--- config.mk ---
export PLATFORM = sky130hd
export DESIGN_NAME = keypad_scanner
export DESIGN_NICKNAME = d
export VERILOG_FILES = /design/src/rtl/keyscan_pkg.sv /design/src/rtl/keyscan_sync.sv /design/src/rtl/keyscan_sequencer.sv /design/src/rtl/keyscan_release.sv /design/src/rtl/keypad_scanner.sv
export SDC_FILE = /design/constraint.sdc
export NUM_CORES = 1
export LEC_CHECK = 0
export BUFFER_PORTS_ARGS = -buffer_cell sky130_fd_sc_hd__buf_4
export CORE_MARGIN = 5
export CORE_UTILIZATION = 45
export CTS_CLUSTER_DIAMETER = 40
export DETAILED_ROUTE_END_ITERATION = 8
export PLACE_DENSITY = 0.64
export SLEW_MARGIN = 10
export SYNTH_ARGS = -nofsm -noshare
export SYNTH_HDL_FRONTEND = slang
export SYNTH_SLANG_ARGS = --single-unit
--- constraint.sdc ---
create_clock -name clk -period 3.2 [get_ports clk]
set_input_delay 0.48 -clock clk [delete_from_list [all_inputs] [get_ports clk]]
set_output_delay 0.48 -clock clk [all_outputs]
set_load 0.03 [all_outputs]
--- src/rtl/keyscan_pkg.sv ---
package keyscan_pkg;
   typedef enum logic {
      SCAN_ALL = 1'b0,
      SCAN_ONE = 1'b1
   } scan_mode_e;
endpackage

--- src/rtl/keyscan_sync.sv ---
module keyscan_sync #(
   parameter int WIDTH  = 8,
   parameter int STAGES = 2
) (
   input  logic             clk,
   input  logic             rst,
   input  logic [WIDTH-1:0] d_i,
   output logic [WIDTH-1:0] q_o
);
   logic [WIDTH-1:0] stage_q [STAGES];

   generate
      if (STAGES < 1) begin : g_bad_stages
         $error("keyscan_sync: STAGES must be at least 1");
      end
   endgenerate

   always_ff @(posedge clk) begin
      if (rst) begin
         for (int s = 0; s < STAGES; s++) stage_q[s] <= '1;
      end else begin
         stage_q[0] <= d_i;
         for (int s = 1; s < STAGES; s++) stage_q[s] <= stage_q[s-1];
      end
   end

   assign q_o = stage_q[STAGES-1];
endmodule

--- src/rtl/keyscan_sequencer.sv ---
module keyscan_sequencer
   import keyscan_pkg::*;
#(
   parameter int NUM_COLS = 3,
   parameter int NUM_ROWS = 8,
   parameter int DWELL    = 3,
   localparam int COL_W   = (NUM_COLS > 1) ? $clog2(NUM_COLS) : 1,
   localparam int PH_W    = $clog2(DWELL + 1)
) (
   input  logic                clk,
   input  logic                rst,
   input  logic [NUM_ROWS-1:0] rows_sync_i,
   input  logic [NUM_ROWS-1:0] key_mask_i,
   input  logic                armed_i,
   output logic [NUM_COLS-1:0] cols_o,
   output logic                any_hit_o,
   output logic                accept_o,
   output logic [COL_W-1:0]    accept_col_o,
   output logic [NUM_ROWS-1:0] accept_bits_o
);
   logic [PH_W-1:0]     phase_q;
   scan_mode_e          mode_q, mode_nxt_q;
   logic [COL_W-1:0]    col_q, col_nxt_q;
   logic                sample_en, gap, last_col, hit;
   logic [NUM_ROWS-1:0] hit_vec;

   generate
      if (DWELL < 2) begin : g_bad_dwell
         $error("keyscan_sequencer: DWELL must be at least 2");
      end
   endgenerate

   assign sample_en = (phase_q == PH_W'(DWELL - 1));
   assign gap       = (phase_q == PH_W'(DWELL));
   assign last_col  = (col_q == COL_W'(NUM_COLS - 1));
   assign hit_vec   = ~rows_sync_i & key_mask_i;
   assign hit       = |hit_vec;

   for (genvar c = 0; c < NUM_COLS; c++) begin : g_col_drive
      assign cols_o[c] = gap ? 1'b1
                       : (mode_q == SCAN_ALL) ? 1'b0
                       : (col_q != COL_W'(c));
   end

   assign any_hit_o     = sample_en && (mode_q == SCAN_ALL) && hit;
   assign accept_o      = sample_en && (mode_q == SCAN_ONE) && hit;
   assign accept_col_o  = col_q;
   assign accept_bits_o = hit_vec;

   always_ff @(posedge clk) begin
      if (rst) begin
         phase_q    <= '0;
         mode_q     <= SCAN_ALL;
         col_q      <= '0;
         mode_nxt_q <= SCAN_ALL;
         col_nxt_q  <= '0;
      end else begin
         if (gap) begin
            phase_q <= '0;
            mode_q  <= mode_nxt_q;
            col_q   <= col_nxt_q;
         end else begin
            phase_q <= phase_q + 1'b1;
         end
         if (sample_en) begin
            if (mode_q == SCAN_ALL) begin
               if (hit && armed_i) begin
                  mode_nxt_q <= SCAN_ONE;
                  col_nxt_q  <= '0;
               end else begin
                  mode_nxt_q <= SCAN_ALL;
               end
            end else if (hit || last_col) begin
               mode_nxt_q <= SCAN_ALL;
            end else begin
               mode_nxt_q <= SCAN_ONE;
               col_nxt_q  <= col_q + 1'b1;
            end
         end
      end
   end

   // drive is all low, a single low column, or all high
   a_r2_col_pattern: assert property (@(posedge clk) disable iff (rst)
      ($countones(~cols_o) <= 1) || (cols_o == '0));

   // any change to a driven pattern passes through the all-high gap
   a_r3_gap_between_steps: assert property (@(posedge clk) disable iff (rst)
      ((cols_o != $past(cols_o)) && (cols_o != '1)) |-> ($past(cols_o) == '1));

   // drive was stable at least one cycle before the rows are sampled
   a_r4_stable_before_sample: assert property (@(posedge clk) disable iff (rst)
      sample_en |-> $stable(cols_o));

   // a single-column step never follows the last column
   a_r6_no_wrap: assert property (@(posedge clk) disable iff (rst)
      (gap && mode_q == SCAN_ONE && last_col) |=> (mode_q == SCAN_ALL));
endmodule

--- src/rtl/keyscan_release.sv ---
module keyscan_release #(
   parameter int RELEASE_CYCLES = 1000000,
   localparam int CNT_W = $clog2(RELEASE_CYCLES)
) (
   input  logic clk,
   input  logic rst,
   input  logic accept_i,
   input  logic any_hit_i,
   output logic armed_o
);
   logic             locked_q;
   logic [CNT_W-1:0] cnt_q;

   generate
      if (RELEASE_CYCLES < 2) begin : g_bad_release
         $error("keyscan_release: RELEASE_CYCLES must be at least 2");
      end
   endgenerate

   always_ff @(posedge clk) begin
      if (rst) begin
         locked_q <= 1'b0;
         cnt_q    <= '0;
      end else if (accept_i) begin
         locked_q <= 1'b1;
         cnt_q    <= '0;
      end else if (locked_q) begin
         if (any_hit_i) begin
            cnt_q <= '0;
         end else if (cnt_q == CNT_W'(RELEASE_CYCLES - 1)) begin
            locked_q <= 1'b0;
            cnt_q    <= '0;
         end else begin
            cnt_q <= cnt_q + 1'b1;
         end
      end
   end

   assign armed_o = ~locked_q;

   // a hit seen while locked keeps the lock for the next cycle
   a_r8_hit_keeps_lock: assert property (@(posedge clk) disable iff (rst)
      (locked_q && any_hit_i) |=> locked_q);

   // an accepted event always locks
   a_r8_accept_locks: assert property (@(posedge clk) disable iff (rst)
      accept_i |=> !armed_o);
endmodule

--- src/rtl/keypad_scanner.sv ---
module keypad_scanner #(
   parameter int NUM_COLS       = 3,
   parameter int NUM_ROWS       = 8,
   parameter int SYNC_STAGES    = 2,
   parameter int RELEASE_CYCLES = 1000000,
   localparam int COL_W         = (NUM_COLS > 1) ? $clog2(NUM_COLS) : 1,
   localparam int DWELL         = SYNC_STAGES + 1
) (
   input  logic                clk,
   input  logic                rst,
   input  logic [NUM_ROWS-1:0] rows_i,
   input  logic [NUM_ROWS-1:0] key_mask_i,
   output logic [NUM_COLS-1:0] cols_o,
   output logic                key_valid_o,
   output logic [COL_W-1:0]    key_col_o,
   output logic [NUM_ROWS-1:0] key_bits_o
);
   logic [NUM_ROWS-1:0] rows_sync;
   logic                armed, any_hit, accept;
   logic [COL_W-1:0]    acc_col;
   logic [NUM_ROWS-1:0] acc_bits;
   logic                valid_q;
   logic [COL_W-1:0]    col_q;
   logic [NUM_ROWS-1:0] bits_q;

   generate
      if (NUM_COLS < 2) begin : g_bad_cols
         $error("keypad_scanner: NUM_COLS must be at least 2");
      end
      if (NUM_ROWS < 1) begin : g_bad_rows
         $error("keypad_scanner: NUM_ROWS must be at least 1");
      end
   endgenerate

   keyscan_sync #(.WIDTH(NUM_ROWS), .STAGES(SYNC_STAGES)) u_sync (
      .clk (clk),
      .rst (rst),
      .d_i (rows_i),
      .q_o (rows_sync)
   );

   keyscan_sequencer #(.NUM_COLS(NUM_COLS), .NUM_ROWS(NUM_ROWS), .DWELL(DWELL)) u_seq (
      .clk           (clk),
      .rst           (rst),
      .rows_sync_i   (rows_sync),
      .key_mask_i    (key_mask_i),
      .armed_i       (armed),
      .cols_o        (cols_o),
      .any_hit_o     (any_hit),
      .accept_o      (accept),
      .accept_col_o  (acc_col),
      .accept_bits_o (acc_bits)
   );

   keyscan_release #(.RELEASE_CYCLES(RELEASE_CYCLES)) u_rel (
      .clk       (clk),
      .rst       (rst),
      .accept_i  (accept),
      .any_hit_i (any_hit),
      .armed_o   (armed)
   );

   always_ff @(posedge clk) begin
      if (rst) begin
         valid_q <= 1'b0;
         col_q   <= '0;
         bits_q  <= '0;
      end else begin
         valid_q <= accept;
         if (accept) begin
            col_q  <= acc_col;
            bits_q <= acc_bits;
         end
      end
   end

   assign key_valid_o = valid_q;
   assign key_col_o   = col_q;
   assign key_bits_o  = bits_q;

   // the event strobe lasts exactly one cycle
   a_r7_single_pulse: assert property (@(posedge clk) disable iff (rst)
      key_valid_o |=> !key_valid_o);

   // a reported event always carries at least one key bit
   a_r7_bits_present: assert property (@(posedge clk) disable iff (rst)
      key_valid_o |-> (key_bits_o != '0));

   // no event is accepted while the release lock is held
   a_r8_no_accept_locked: assert property (@(posedge clk) disable iff (rst)
      accept |-> armed);

   // reported column lies inside the matrix
   a_r7_col_range: assert property (@(posedge clk) disable iff (rst)
      key_valid_o |-> (key_col_o < COL_W'(NUM_COLS)));
endmodule

**Word level (Yosys, flattened, before mapping)**

Memories as Yosys holds them, arrays and structs flattened.
Index checks and enable logic that the tools add are counted.

- Input port bits: 18
- Memories kept: 1
- Output and inout bits: 14
- Bits in writable memories: 16
- Bits in registers: 40
- Logic and storage cells: 62

Memory list:

| name | words | width | rd ports | clocked after memory_dff | write ports | line | text |
|---|---|---|---|---|---|---|---|
| u_sync.stage_q | 2 | 8 | 2 | 0 | 2 | keyscan_sync.sv:10 | `logic [WIDTH-1:0] stage_q [STAGES];` |

- Eq/ne operators: 7
- Multiplexer cells: 23
- Reductions and logical operators: 12
- $add $sub $neg: 3
- Bitwise logic cells: 6

Operator list:

| operator | number |
|---|---|
| $mux W20 | 2 |
| $add A20 B1 Y20 const B | 1 |
| $eq A20 B20 Y1 const B | 1 |
| $mux W1 | 16 |
| $mux W8 | 2 |
| $and A8 B8 Y8 | 1 |
| $not A8 Y8 | 1 |
| $reduce_or A8 Y1 | 1 |
| $eq A2 B2 Y1 const B | 3 |
| $mux W2 | 3 |
| $logic_and A1 B1 Y1 | 5 |
| $add A2 B1 Y2 const B | 2 |
| $ne A2 B2 Y1 const B | 2 |
| $reduce_bool A2 Y1 | 2 |
| $reduce_or A2 Y1 | 2 |
| $reduce_and A3 Y1 | 1 |
| $ne A2 B1 Y1 const B | 1 |
| $not A1 Y1 | 2 |
| $or A1 B1 Y1 | 2 |
| $logic_or A1 B1 Y1 | 1 |

**Depth between registers and ports, before layout**

Gate-level depths: netlist of run 1.

- Word-level depth: 7
- Depth in mapped cells: 8
- Mapped depth without buffers: 7

**Modules after synthesis**

Synthesis of run 1 repeated with hierarchy kept, for this count alone.

- Cell total of the unflattened synthesis: 305
- Area, all modules: 2708.8 µm²

Modules (own cells, without submodules):

| module | instances | cells each | area an instance (µm²) | sequential area each (µm²) |
|---|---|---|---|---|
| keyscan_release | 1 | 168 | 1281.2 | 420.4 |
| keyscan_sequencer | 1 | 62 | 555.5 | 160.2 |
| keyscan_sync | 1 | 41 | 491.7 | 320.3 |
| keypad_scanner | 1 | 34 | 380.4 | 220.2 |

**Worst setup path after synthesis of run 1**

OpenSTA, ideal clock, no wires.

- Path kind: input to register
- Start: in key_mask_i[4]
- End: reg u_rel.cnt_q[18]
- Arrival time: 1.900 ns
- Setup time: 0.074 ns
- Path slack: 1.226 ns
- Buffers on the path: 0
- Stages: 6
- Path through: nor2b_4 -> nor4_4 -> a21boi_2 -> a21oi_4 -> or4b_1 -> a31oi_1

- Word-level cells in the longest chain between the ends: 4

Ends and longest elaborated chain:

| what | line | text |
|---|---|---|
| from (decl) | keypad_scanner.sv:12 | `input logic [NUM_ROWS-1:0] key_mask_i,` |
| $and A8 B8 Y8 (*) | keyscan_sequencer.sv:36 | `assign hit_vec = ~rows_sync_i & key_mask_i;` |
| $reduce_or A8 Y1 (*) | keyscan_sequencer.sv:37 | `assign hit = \|hit_vec;` |
| $logic_and A1 B1 Y1, on equally long branches | keyscan_sequencer.sv:45, keyscan_sequencer.sv:46 |  |
| $mux W20 or $reduce_or A2 Y1 (tied branches) | -- |  |
| to (signal assigned) | keyscan_release.sv:34 | `cnt_q <= cnt_q + 1'b1;` |
| to (decl) | keyscan_release.sv:12 | `logic [CNT_W-1:0] cnt_q;` |

Every way passes the cells marked *; elsewhere a longest branch is shown, timed or not.
A chain may end at the register's enable or synchronous reset.

**Worst setup path in the final report of run 1**

- Start: reg u_seq.phase_q[0]
- End: reg bits_q[4], in the netlist key_bits_o[4]

- Word-level cells in the longest chain between the ends: 3

Ends and longest elaborated chain:

| what | line | text |
|---|---|---|
| from (decl) | keyscan_sequencer.sv:21 | `logic [PH_W-1:0] phase_q;` |
| from (signal assigned) | keyscan_sequencer.sv:63 | `phase_q <= phase_q + 1'b1;` |
| $eq A2 B2 Y1 | keyscan_sequencer.sv:33 | `assign sample_en = (phase_q == PH_W'(DWELL - 1));` |
| $logic_and A1 B1 Y1 (2 in series) | keyscan_sequencer.sv:46 | `assign accept_o = sample_en && (mode_q == SCAN_ONE) && hit;` |
| to (signal assigned) | keypad_scanner.sv:72 | `bits_q <= acc_bits;` |
| to (decl) | keypad_scanner.sv:24 | `logic [NUM_ROWS-1:0] bits_q;` |

Every way passes these cells.

==> results of run 1 <==
==> metrics by stage <==
step | worst slack [ps] | hold WS [ps] | std cells | cell area [um^2]
6_report | 1090 | 361 | 341 | 2750
5_1_grt | 854 | 337 | 341 | 2750
4_1_cts | 1070 | 348 | 341 | 2750
3_5_place_dp | 847 | 393 | 333 | 2670
3_3_place_gp | 883 | 391 | 333 | 2670
2_1_floorplan | 1230 | 389 | 241 | 2390
==> cell families (layout without fill, tap and decap cells) <==
| family | Yosys count | count (layout) | share of synthesized area [%] |
|---|---|---|---|
| fa+ha+maj | 6 | 6 | 3.14 |
| compound gates | 35 | 35 | 11.1 |
| simple gates | 113 | 113 | 30.3 |
| xor+xnor | 11 | 11 | 4.03 |
| mux | 3 | 3 | 1.26 |
| buf+inv | 17 | 47 | 3.30 |
| flops | 56 | 56 | 46.9 |
==> cells in the final DEF, fill, tap and decap left out, types with 4 or more instances in the layout <==
cell type	instances
nor2b_1	4
and3_1	4
nor2b_4	4
or2_2	16
clkbuf_8	5
nor2_1	25
nand3_1	10
nand2b_1	4
a22o_1	10
xor2_1	8
nand4_1	10
inv_1	7
dfxtp_1	56
a21oi_1	8
buf_4	32
ha_1	6
nand2_1	15
==> metal layers <==
metal / wire (um) / vias up
met5: 0 / -
met3: 191 / 2
met4: 23 / 0
met1: 2100 / 791
met2: 2000 / 32
li1: - / 896
==> sequential cells by signal (all words and copies together), names as in the netlist <==
signal / flops
u_rel.cnt_q: 20
u_sync.stage_q: 16
key_bits_o: 8
key_col_o: 2
u_seq.accept_col_o: 2
u_seq.col_nxt_q: 2
u_seq.phase_q: 2
key_valid_o: 1
u_rel.locked_q: 1
u_seq.mode_nxt_q: 1
u_seq.mode_q: 1
==> path summary, 6_finish.rpt <==
| check | to | slack (ps) | cells past startpoint |
|---|---|---|---|
| worst max-delay path | key_bits_o[4]$_SDFFE_PP0P_ | 1090 | 6 |
| worst min-delay path | u_sync.stage_q[0][4]$_SDFF_PP1_ | 360 | 2 |
| worst max register to register | key_bits_o[4]$_SDFFE_PP0P_ | 1090 | 6 |
| worst min register to register | u_sync.stage_q[0][11]$_SDFF_PP1_ | 410 | 1 |
==> area by class of cell <==
type,instances,share of cell area [%]
clock inverters,3,0.682
multi-input cells,168,43.2
flip-flops and latches,56,40.7
clock buffers,5,2.50
repair buffers,32,8.73
inverters,7,0.955
well taps,70,3.18
==> power by group through the flow <==
| stage | clock [uW] | sequential (uW) | combinational [uW] |
|---|---|---|---|
| 6_report | 370 | 725 | 88.3 |
| 5_1_grt | 424 | 728 | 97.5 |
| 4_1_cts | 391 | 725 | 90.0 |
| 3_5_place_dp | 0 | 741 | 90.1 |
| 3_3_place_gp | 0 | 741 | 88.9 |
| 2_1_floorplan | 0 | 738 | 60.5 |
==> metrics, run 1 <==
#FFs+latches synth 56; worst min path class input port to flip-flop; CTS tree done; Top delay family on crit path simple AND/OR/NAND/NOR gates; Reg clk slew, reported paths 100 ps; crit end category flip-flop; GRT Util Overall between 10% and 20%; final setup fails 0; DRT Wirelength 4320 um; Leak roughly 0.0011 uW; clock skew ~7.4 ps; clock network power share between 30% and 40%; Peak VDD IR about 0.21 mV; f_max between 400 and 500 MHz; Die X slightly above 80 um; register area about 0.0011 mm^2; total number of vias around 1700; initial core utilization 46.5%; gpl congestion about 0.7; Slew Viols, Final 0; WP data required roughly 3500 ps; Gate Count Post-Synth between 200 and 250; dpl hpwl ~3100 um; I/O pin cnt 32; Max transition margin between 50% and 60%; M1 GR Usage between 10% and 20%; Worst Path Max Fanout 11; global-route wire length before repair approximately 7600 um; final core occ between 50% and 60%; Pwr Total 1180 uW; initial antenna violation count 0; Flop pwr share roughly three fifths; Critical Path Slowest Stage Cell nor2_1; Clock Tree Root clkbuf_8; Antenna Cells 0; GRT overflow 0; # port buffers 31; htree depth 2; Filler cells around 500; Post-CTS Hold Buffers 0; number of max-cap violations 0; DR WL/cell 12.7 um; Post CTS Setup Buffer Count 0; num rows 26; DR iter-0 viols 64; largest cells by area after synthesis dfxtp_1 47%, or2_2 4.2%, nor2_1 3.9%, a22o_1 3.7%, ha_1 3.1%; Syn Area/Cell 9.92 um^2; sw power 271 uW; Crit Path Class flip-flop to flip-flop; number of synthesized flops with an enable pin 0; main flop type after synthesis dfxtp_1; area leader, netlist dfxtp_1; Pre-Repair DR Iteration Count 4; count leader, synth dfxtp_1; vias per inst 5.05; drc violations 0; Worst-Skew Late Latency 300 ps; CP Cell Sequence inv_1, ha_1, a21boi_2, nand2_1, nor2_1, a22o_1; Min Clock Period, post-route about 2100 ps; max incr delay on CP between 500 and 600 ps; crit share post-route around two thirds; Final ANT Viol Nets 0; CP Buf/Inv Count 1; CP Launch Type flip-flop; Area Growth Syn to Fin 15.2%; vias in the first global route 1614; CTS Buf Count 5; setup TNS 0 ps; Final Hold Fails 0; Sw Share 22.9%; Die Height a little over 80 um; Post-synth top cells 56 x dfxtp_1, 25 x nor2_1, 16 x or2_2; Netlist Area Pre-Place about 0.0024 mm^2; CTS sink count 56; maximum root-to-sink buffer count 2; post-synthesis sequential area ratio between 40% and 50%; Syn Nets between 200 and 300; cts repair resizes 0; critical path arrival 2360 ps; GRT busiest layer met2; Synth Warn # 0; die area 0.00687 mm^2; met2 GRT Util around a fifth; hold path start rows_i[4]; outcome finished, final reports clean; Multi-input gate area about 0.0012 mm^2; pwr/cell area about 430 mW/mm^2; Comb pwr share 7.5%; Core ar. between 0.005 and 0.006 mm^2; RSZ-0062 raised after global routing false; post-layout net count 294; largest net degree at the start of global routing 32; Crit Reg-Reg Startpoint u_seq.phase_q[0]$_SDFF_PP0_; Internal about 910 uW; synth unique cells 43; area share of the largest cell type after synthesis 46.9%; Post-synth ARST share 0%; layout cells sized above 1 between 20% and 30%; CP Launch Point u_seq.phase_q[0]$_SDFF_PP0_; worst slew pin tran approximately 700 ps; GR Layer Usage met3 just under 3%
No activity file was read; power rests on OpenSTA's default activity.
==> inputs of run 2 (changes only) <==
Settings changed: ABC_AREA set to 1, PLACE_DENSITY 0.64 to 0.66.
Clock period 3.2 ns to 1.75 ns, I/O delays scaled along.
==> run 2 against run 1 <==
  * Clock skew decreased by 4.1 ps
  * Synthesized cell count increased by 46%
  * Non-clock buffer count increased by 2
  * Cell count increased by 35%
  * Utilization decreased by 0.13 points
  * Highest routed layer unchanged
  * Via count increased by 22%
  * Critical endpoint is now cols_o[2]
  * Total power increased by 85%
  * Sequential power increased by 82%
  * Cell area increased by 6.9%
  * Clock power increased by 91%
==> metrics, run 2 <==
outcome finished, final reports clean (unchanged); main flop type after synthesis dfxtp_1 (unchanged); Die Height 85.1 um (was 82.9 um); CTS sink count 56 (unchanged); largest cells by area after synthesis dfxtp_1 44%, nand2_1 15%, inv_1 6.4%, nor2_1 5.5%, or2_2 3.9% (was dfxtp_1 47%, or2_2 4.2%, nor2_1 3.9%, a22o_1 3.7%, ha_1 3.1%); Worst Path Max Fanout 4 (was 11); die area 0.00724 mm^2 (was 0.00687 mm^2); vias per inst 4.55 (was 5.05); Post CTS Setup Buffer Count 0 (unchanged); initial antenna violation count 0 (unchanged); Post-synth ARST share 0% (unchanged); dpl cell area 0.00285 mm^2 (was 0.00267 mm^2); dpl hpwl 3900 um (was 3150 um); Synth Warn # 0 (unchanged); RSZ-0062 raised after global routing false (unchanged); htree depth 2 (unchanged); DRT Wirelength 5050 um (was 4320 um); GRT Util Overall 15.5% (was 13.1%); Multi-input gate area 0.00120 mm^2 (was 0.00119 mm^2); Final ANT Viol Nets 0 (unchanged); global-route wire length before repair 9200 um (was 7620 um); CP Launch Type flip-flop (unchanged); DR WL/cell 11.0 um (was 12.7 um); number of max-cap violations 0 (unchanged); pwr/cell area 744 mW/mm^2 (was 430 mW/mm^2); crit share post-route between 90% and 100%; Final Hold Fails 0 (unchanged); Syn Area/Cell 7.23 um^2 (was 9.92 um^2); Netlist Area Pre-Place 0.00254 mm^2 (was 0.00239 mm^2); Filler cells 556 (was 496); Gate Count Post-Synth 351 (was 241); Post-synth top cells 103 x nand2_1, 56 x dfxtp_1, 43 x inv_1 (was 56 x dfxtp_1, 25 x nor2_1, 16 x or2_2); WP data required 1490 ps (was 3450 ps); critical path arrival 1360 ps (was 2360 ps); worst slew pin tran 288 ps (was 698 ps); number of synthesized flops with an enable pin 0 (unchanged); register area 0.00112 mm^2 (about the same); leading cell types in the layout, fill and taps excluded 103 x nand2_1, 53 x dfxtp_1, 42 x inv_1 (was 56 x dfxtp_1, 32 x buf_4, 25 x nor2_1); design area 0.00294 mm^2 (was 0.00275 mm^2); setup TNS 0 ps (unchanged); Leak 0.00133 uW (was 0.00107 uW); Min Clock Period, post-route ~1600 ps; count leader, synth nand2_1 (was dfxtp_1); f_max roughly 600 MHz; Crit Path Class flip-flop to primary output (was flip-flop to flip-flop); final setup fails 0 (unchanged); crit end category primary output (was flip-flop); GRT overflow 0 (unchanged); worst min path class input port to flip-flop (unchanged); Reg clk slew, reported paths 100 ps (about the same); Core ar. 0.00551 mm^2 (was 0.00514 mm^2); post-synthesis sequential area ratio 44.2% (was 46.9%); initial core utilization 46.1% (was 46.5%); vias in the first global route 2098 (was 1614); Slew Viols, Final 0 (unchanged); gpl congestion 0.777 (was 0.721); Area Growth Syn to Fin 15.9% (was 15.2%); drc violations 0 (unchanged); Synth Area in Adders 2.96% (was 3.14%); Top reg by flops u_rel.cnt_q (unchanged); num rows 27 (was 26); Die X 85.1 um (was 82.9 um); area leader, netlist dfxtp_1 (unchanged); largest family of logic cells by synthesized area simple AND/OR/NAND/NOR gates (unchanged); Antenna Cells 0 (unchanged); Worst-Skew Late Latency 310 ps (was 300 ps); commonest non-fill, non-tap cell in the layout nand2_1 (was dfxtp_1); Clock Tree Root clkbuf_8 (unchanged); max reg flops 20 (unchanged); DR iter-0 viols 117 (was 64); I/O pin cnt 32 (unchanged); maximum root-to-sink buffer count 2 (unchanged); post-layout net count 411 (was 294); simple-gate share of the synthesized area 34.8% (was 30.3%); # port buffers 31 (unchanged); Syn Nets 375 (was 265); CTS tree done (unchanged); Post-Synth XOR/XNOR Area 3.79% (was 4.03%); clock skew 3.28 ps (was 7.40 ps); mux contribution to synthesized area 0% (was 1.26%); Max transition margin 80.8% (was 53.3%); Hold Slack 129 ps (was 361 ps); #FFs+latches synth 56 (unchanged); synth unique cells 25 (was 43); layout cells sized above 1 21.6% (was 26.9%); total number of vias 2093 (was 1721); Peak VDD IR 0.451 mV (was 0.212 mV); largest net degree at the start of global routing 19 (was 32); area share of the largest cell type after synthesis 44.2% (was 46.9%); Synth Area in Compound Gates 5.77% (was 11.1%); Pre-Repair DR Iteration Count 4 (unchanged); CTS Buf Count 5 (unchanged)
## run 2: cell count changes in the layout (fill, tap and decap cells not counted), sizes merged, moves of 3 or more
cell	before	now
nor2	25	46
mux2i	3	0
o21ai	3	16
nor4	4	0
inv	7	49
and3	7	0
nor2b	8	0
a221o	3	0
nand2	15	109
a22o	10	0
nand4	10	6
nand2b	4	0
nand3	10	13
o21bai	3	0
## run 2: kinds of logic after synthesis
logic type,count (synthesis)
xor+xnor,11
fa+ha+maj,6
buf+inv,53
compound gates,29
simple gates,196
flops,56
## run 2: path summary, 6_finish.rpt
path,to,cells past startpoint,start,slack [ps]
worst max register to register,u_rel.cnt_q[7]$_SDFFE_PP0P_,10,u_rel.cnt_q[0]$_SDFFE_PP0P_,210
worst min register to register,u_sync.stage_q[0][10]$_SDFF_PP1_,1,u_sync.stage_q[0][2]$_SDFF_PP1_,420
worst min-delay path,u_sync.stage_q[0][2]$_SDFF_PP1_,2,rows_i[2],130
worst max-delay path,cols_o[2],5,u_seq.accept_col_o[0]$_SDFFE_PP0P_,120
## run 2: final cells by class
cell class / count / area share [%]
inverters: 48 / 6.13
clock inverters: 3 / 0.723
well taps: 72 / 3.06
multi-input cells: 242 / 40.8
clock buffers: 5 / 2.34
repair buffers: 34 / 8.68
flip-flops and latches: 56 / 38.2
## run 2: per-stage QoR
stage / setup slack [ps] / std cells / util [%] / total power, uW
finish: 124 / 460 / 53.4 / 2190
detailed placement: 182 / 452 / 51.7 / 1510
CTS: 27.3 / 460 / 53.4 / 2210
floorplan: 212 / 351 / - / 1450
global route: 23.1 / 460 / 53.4 / 2300
global placement: 242 / 452 / 51.7 / 1510
## run 2: per-layer routing
metal  track usage, %  up-vias  wire (um)
met5                0        -          0
met4             4.60        0         69
met3             3.40        7        132
met2             26.5       23       2370
met1             19.4      920       2480
li1                 -     1143          -
## run 2: what timing repair did
action                     4_1_cts  5_1_grt
hold buffers                     0        0
resized for setup                0        4
setup endpoints to repair        0        4
## run 2: power breakdown
group          leakage (uW)  switching [uW]  internal (uW)
sequential         0.000457            11.9           1300
clock             0.0000445             423            285
combinational      0.000828            91.3           72.5
total               0.00133             526           1660
## run 2: worst max-delay path: stages, from the launching register on
cell,delay [ps]
dfxtp_2,360
inv_2,60
ha_1,180
or2_1,240
nand2_1,70
buf_4,150
==> inputs of run 3 (changes only) <==
Settings changed: GPL_TIMING_DRIVEN set to 0.
==> run 3 against run 2 <==
  * Combinational power about the same
  * Clock skew increased by 3.1 ps
  * Total power decreased by 1.3%
  * Setup slack got worse by 22 ps
  * Via count about the same
  * Global-route usage hardly changed
  * Sequential share of layout area is 0.16 points lower
==> metrics, run 3 (synthesized netlist as in run 2, its figures left out) <==
Top reg by flops u_rel.cnt_q (unchanged); Die X 85.1 um (unchanged); Top delay family on crit path flip-flops (unchanged); Antenna Cells 0 (unchanged); post-layout net count 413 (was 411); global-route wire length before repair 9090 um (was 9200 um); clock skew 6.40 ps (was 3.28 ps); max reg flops 20 (unchanged); Slew Viols, Final 0 (unchanged); CP Cell Sequence inv_1, ha_1, or2_1, nand2_1, buf_4 (was inv_2, ha_1, or2_1, nand2_1, buf_4); drc violations 0 (unchanged); Die Height 85.1 um (unchanged); dpl hpwl 3890 um (was 3900 um); outcome finished, final reports clean (unchanged); Final Hold Fails 0 (unchanged); Core ar. 0.00551 mm^2 (unchanged); CP Launch Type flip-flop (unchanged); crit end category primary output (unchanged); WP data required 1490 ps (about the same); Leak 0.00133 uW (about the same); commonest non-fill, non-tap cell in the layout nand2_1 (unchanged); Final ANT Viol Nets 0 (unchanged); Final Instance Count excl. Fillers 461 (was 460); initial antenna violation count 0 (unchanged); dpl cell area 0.00286 mm^2 (was 0.00285 mm^2); worst slack, placed 141 ps (was 182 ps); final setup fails 0 (unchanged); vias in the first global route 2041 (was 2098); DR WL/cell 11.0 um (about the same); Worst-Skew Late Latency 310 ps (about the same); Max transition margin 73.2% (was 80.8%); Worst Path Max Fanout 4 (unchanged); f_max 607 MHz (was 615 MHz); design area 0.00295 mm^2 (was 0.00294 mm^2); setup TNS 0 ps (unchanged); total number of vias 2094 (was 2093); initial core utilization 46.1% (unchanged); maximum root-to-sink buffer count 2 (unchanged); Min Clock Period, post-route 1650 ps (was 1630 ps); num rows 27 (unchanged); CTS tree done (unchanged); layout cells sized above 1 21.6% (about the same); CTS sink count 56 (unchanged); Hold Slack 133 ps (was 129 ps); Placed Instances 454 (was 452); Peak VDD IR 0.505 mV (was 0.451 mV); critical path arrival 1390 ps (was 1360 ps); GRT overflow 0 (unchanged); I/O pin cnt 32 (unchanged); vias per inst 4.54 (was 4.55); CP Buf/Inv Count 2 (unchanged); worst min path class input port to flip-flop (unchanged); largest net degree at the start of global routing 17 (was 19); Reg clk slew, reported paths 90 ps (was 100 ps); crit share post-route 94.2% (was 92.9%); final worst setup slack 102 ps (was 124 ps); DR iter-0 viols 87 (was 117); RSZ-0062 raised after global routing false (unchanged); htree depth 2 (unchanged); # port buffers 31 (unchanged); number of max-cap violations 0 (unchanged); Post CTS Setup Buffer Count 0 (unchanged); Crit Path Class flip-flop to primary output (unchanged); DRT Wirelength 5060 um (was 5050 um); max incr delay on CP 350 ps (was 360 ps); Critical Path Slowest Stage Cell dfxtp_2 (unchanged); CTS Buf Count 5 (unchanged); Clock Tree Root clkbuf_8 (unchanged); pwr/cell area 731 mW/mm^2 (was 744 mW/mm^2); Register-to-Register Setup Slack 230 ps (was 210 ps); die area 0.00724 mm^2 (unchanged); Area Growth Syn to Fin 16.4% (was 15.9%); gpl congestion 0.824 (was 0.777); leading cell types in the layout, fill and taps excluded 103 x nand2_1, 53 x dfxtp_1, 43 x inv_1 (was 103 x nand2_1, 53 x dfxtp_1, 42 x inv_1); GRT Util Overall 15.5% (about the same); Pre-Repair DR Iteration Count 4 (unchanged); worst slew pin tran 402 ps (was 288 ps)
==> run 3: cell types whose count changed in the layout (fill, tap and decap cells not counted), sizes merged <==
cell,delta
clkbuf,+1
inv,-1
buf,+1
==> run 3: final timing paths <==
| check | to | cells after the start | from |
|---|---|---|---|
| setup / recovery | cols_o[2] | 5 | u_seq.accept_col_o[0]$_SDFFE_PP0P_ |
| hold reg to reg | u_sync.stage_q[0][9]$_SDFF_PP1_ | 1 | u_sync.stage_q[0][1]$_SDFF_PP1_ |
| setup reg to reg | u_rel.cnt_q[7]$_SDFFE_PP0P_ | 10 | u_rel.cnt_q[0]$_SDFFE_PP0P_ |
| hold / removal | u_sync.stage_q[0][3]$_SDFF_PP1_ | 2 | rows_i[3] |
==> run 3: what timing repair did <==
action / in CTS / in global routing
setup endpoints to repair: 0 / 8
hold buffers: 0 / 0
resized for setup: 0 / 5
==> run 3: stage by stage <==
| stage | total power, uW | utilization, % |
|---|---|---|
| finish | 2160 | 53.6 |
| detailed placement | 1510 | 52.0 |
| floorplan | 1450 | - |
| CTS | 2190 | 53.4 |
| global placement | 1510 | 52.0 |
| global route | 2260 | 53.6 |
==> run 3: per-layer routing <==
metal | vias to the layer above | wire [um] | global-route usage, %
met5 | - | 0 | 0
met4 | 0 | 73 | 5.18
met3 | 6 | 163 | 3.11
met2 | 20 | 2390 | 26.6
met1 | 919 | 2430 | 19.3
li1 | 1149 | - | -
==> run 3: report_power, final <==
part	total (uW)	switching (uW)	leakage [uW]	internal [uW]
clock	678	406	0.0000400	272
sequential	1320	11.2	0.000457	1300
combinational	167	92.8	0.000832	74.2
total	2160	510	0.00133	1650
==> run 3: area by class of cell <==
cell class | count | area, um^2
multi-input combinational | 242 | 1210
clock inverter | 2 | 12.5
timing repair buffer | 31 | 233
sequential | 56 | 1120
clock buffer | 5 | 68.8
buffer | 5 | 36.3
tap | 72 | 90.1
fill | 528 | 2550
inverter | 48 | 180
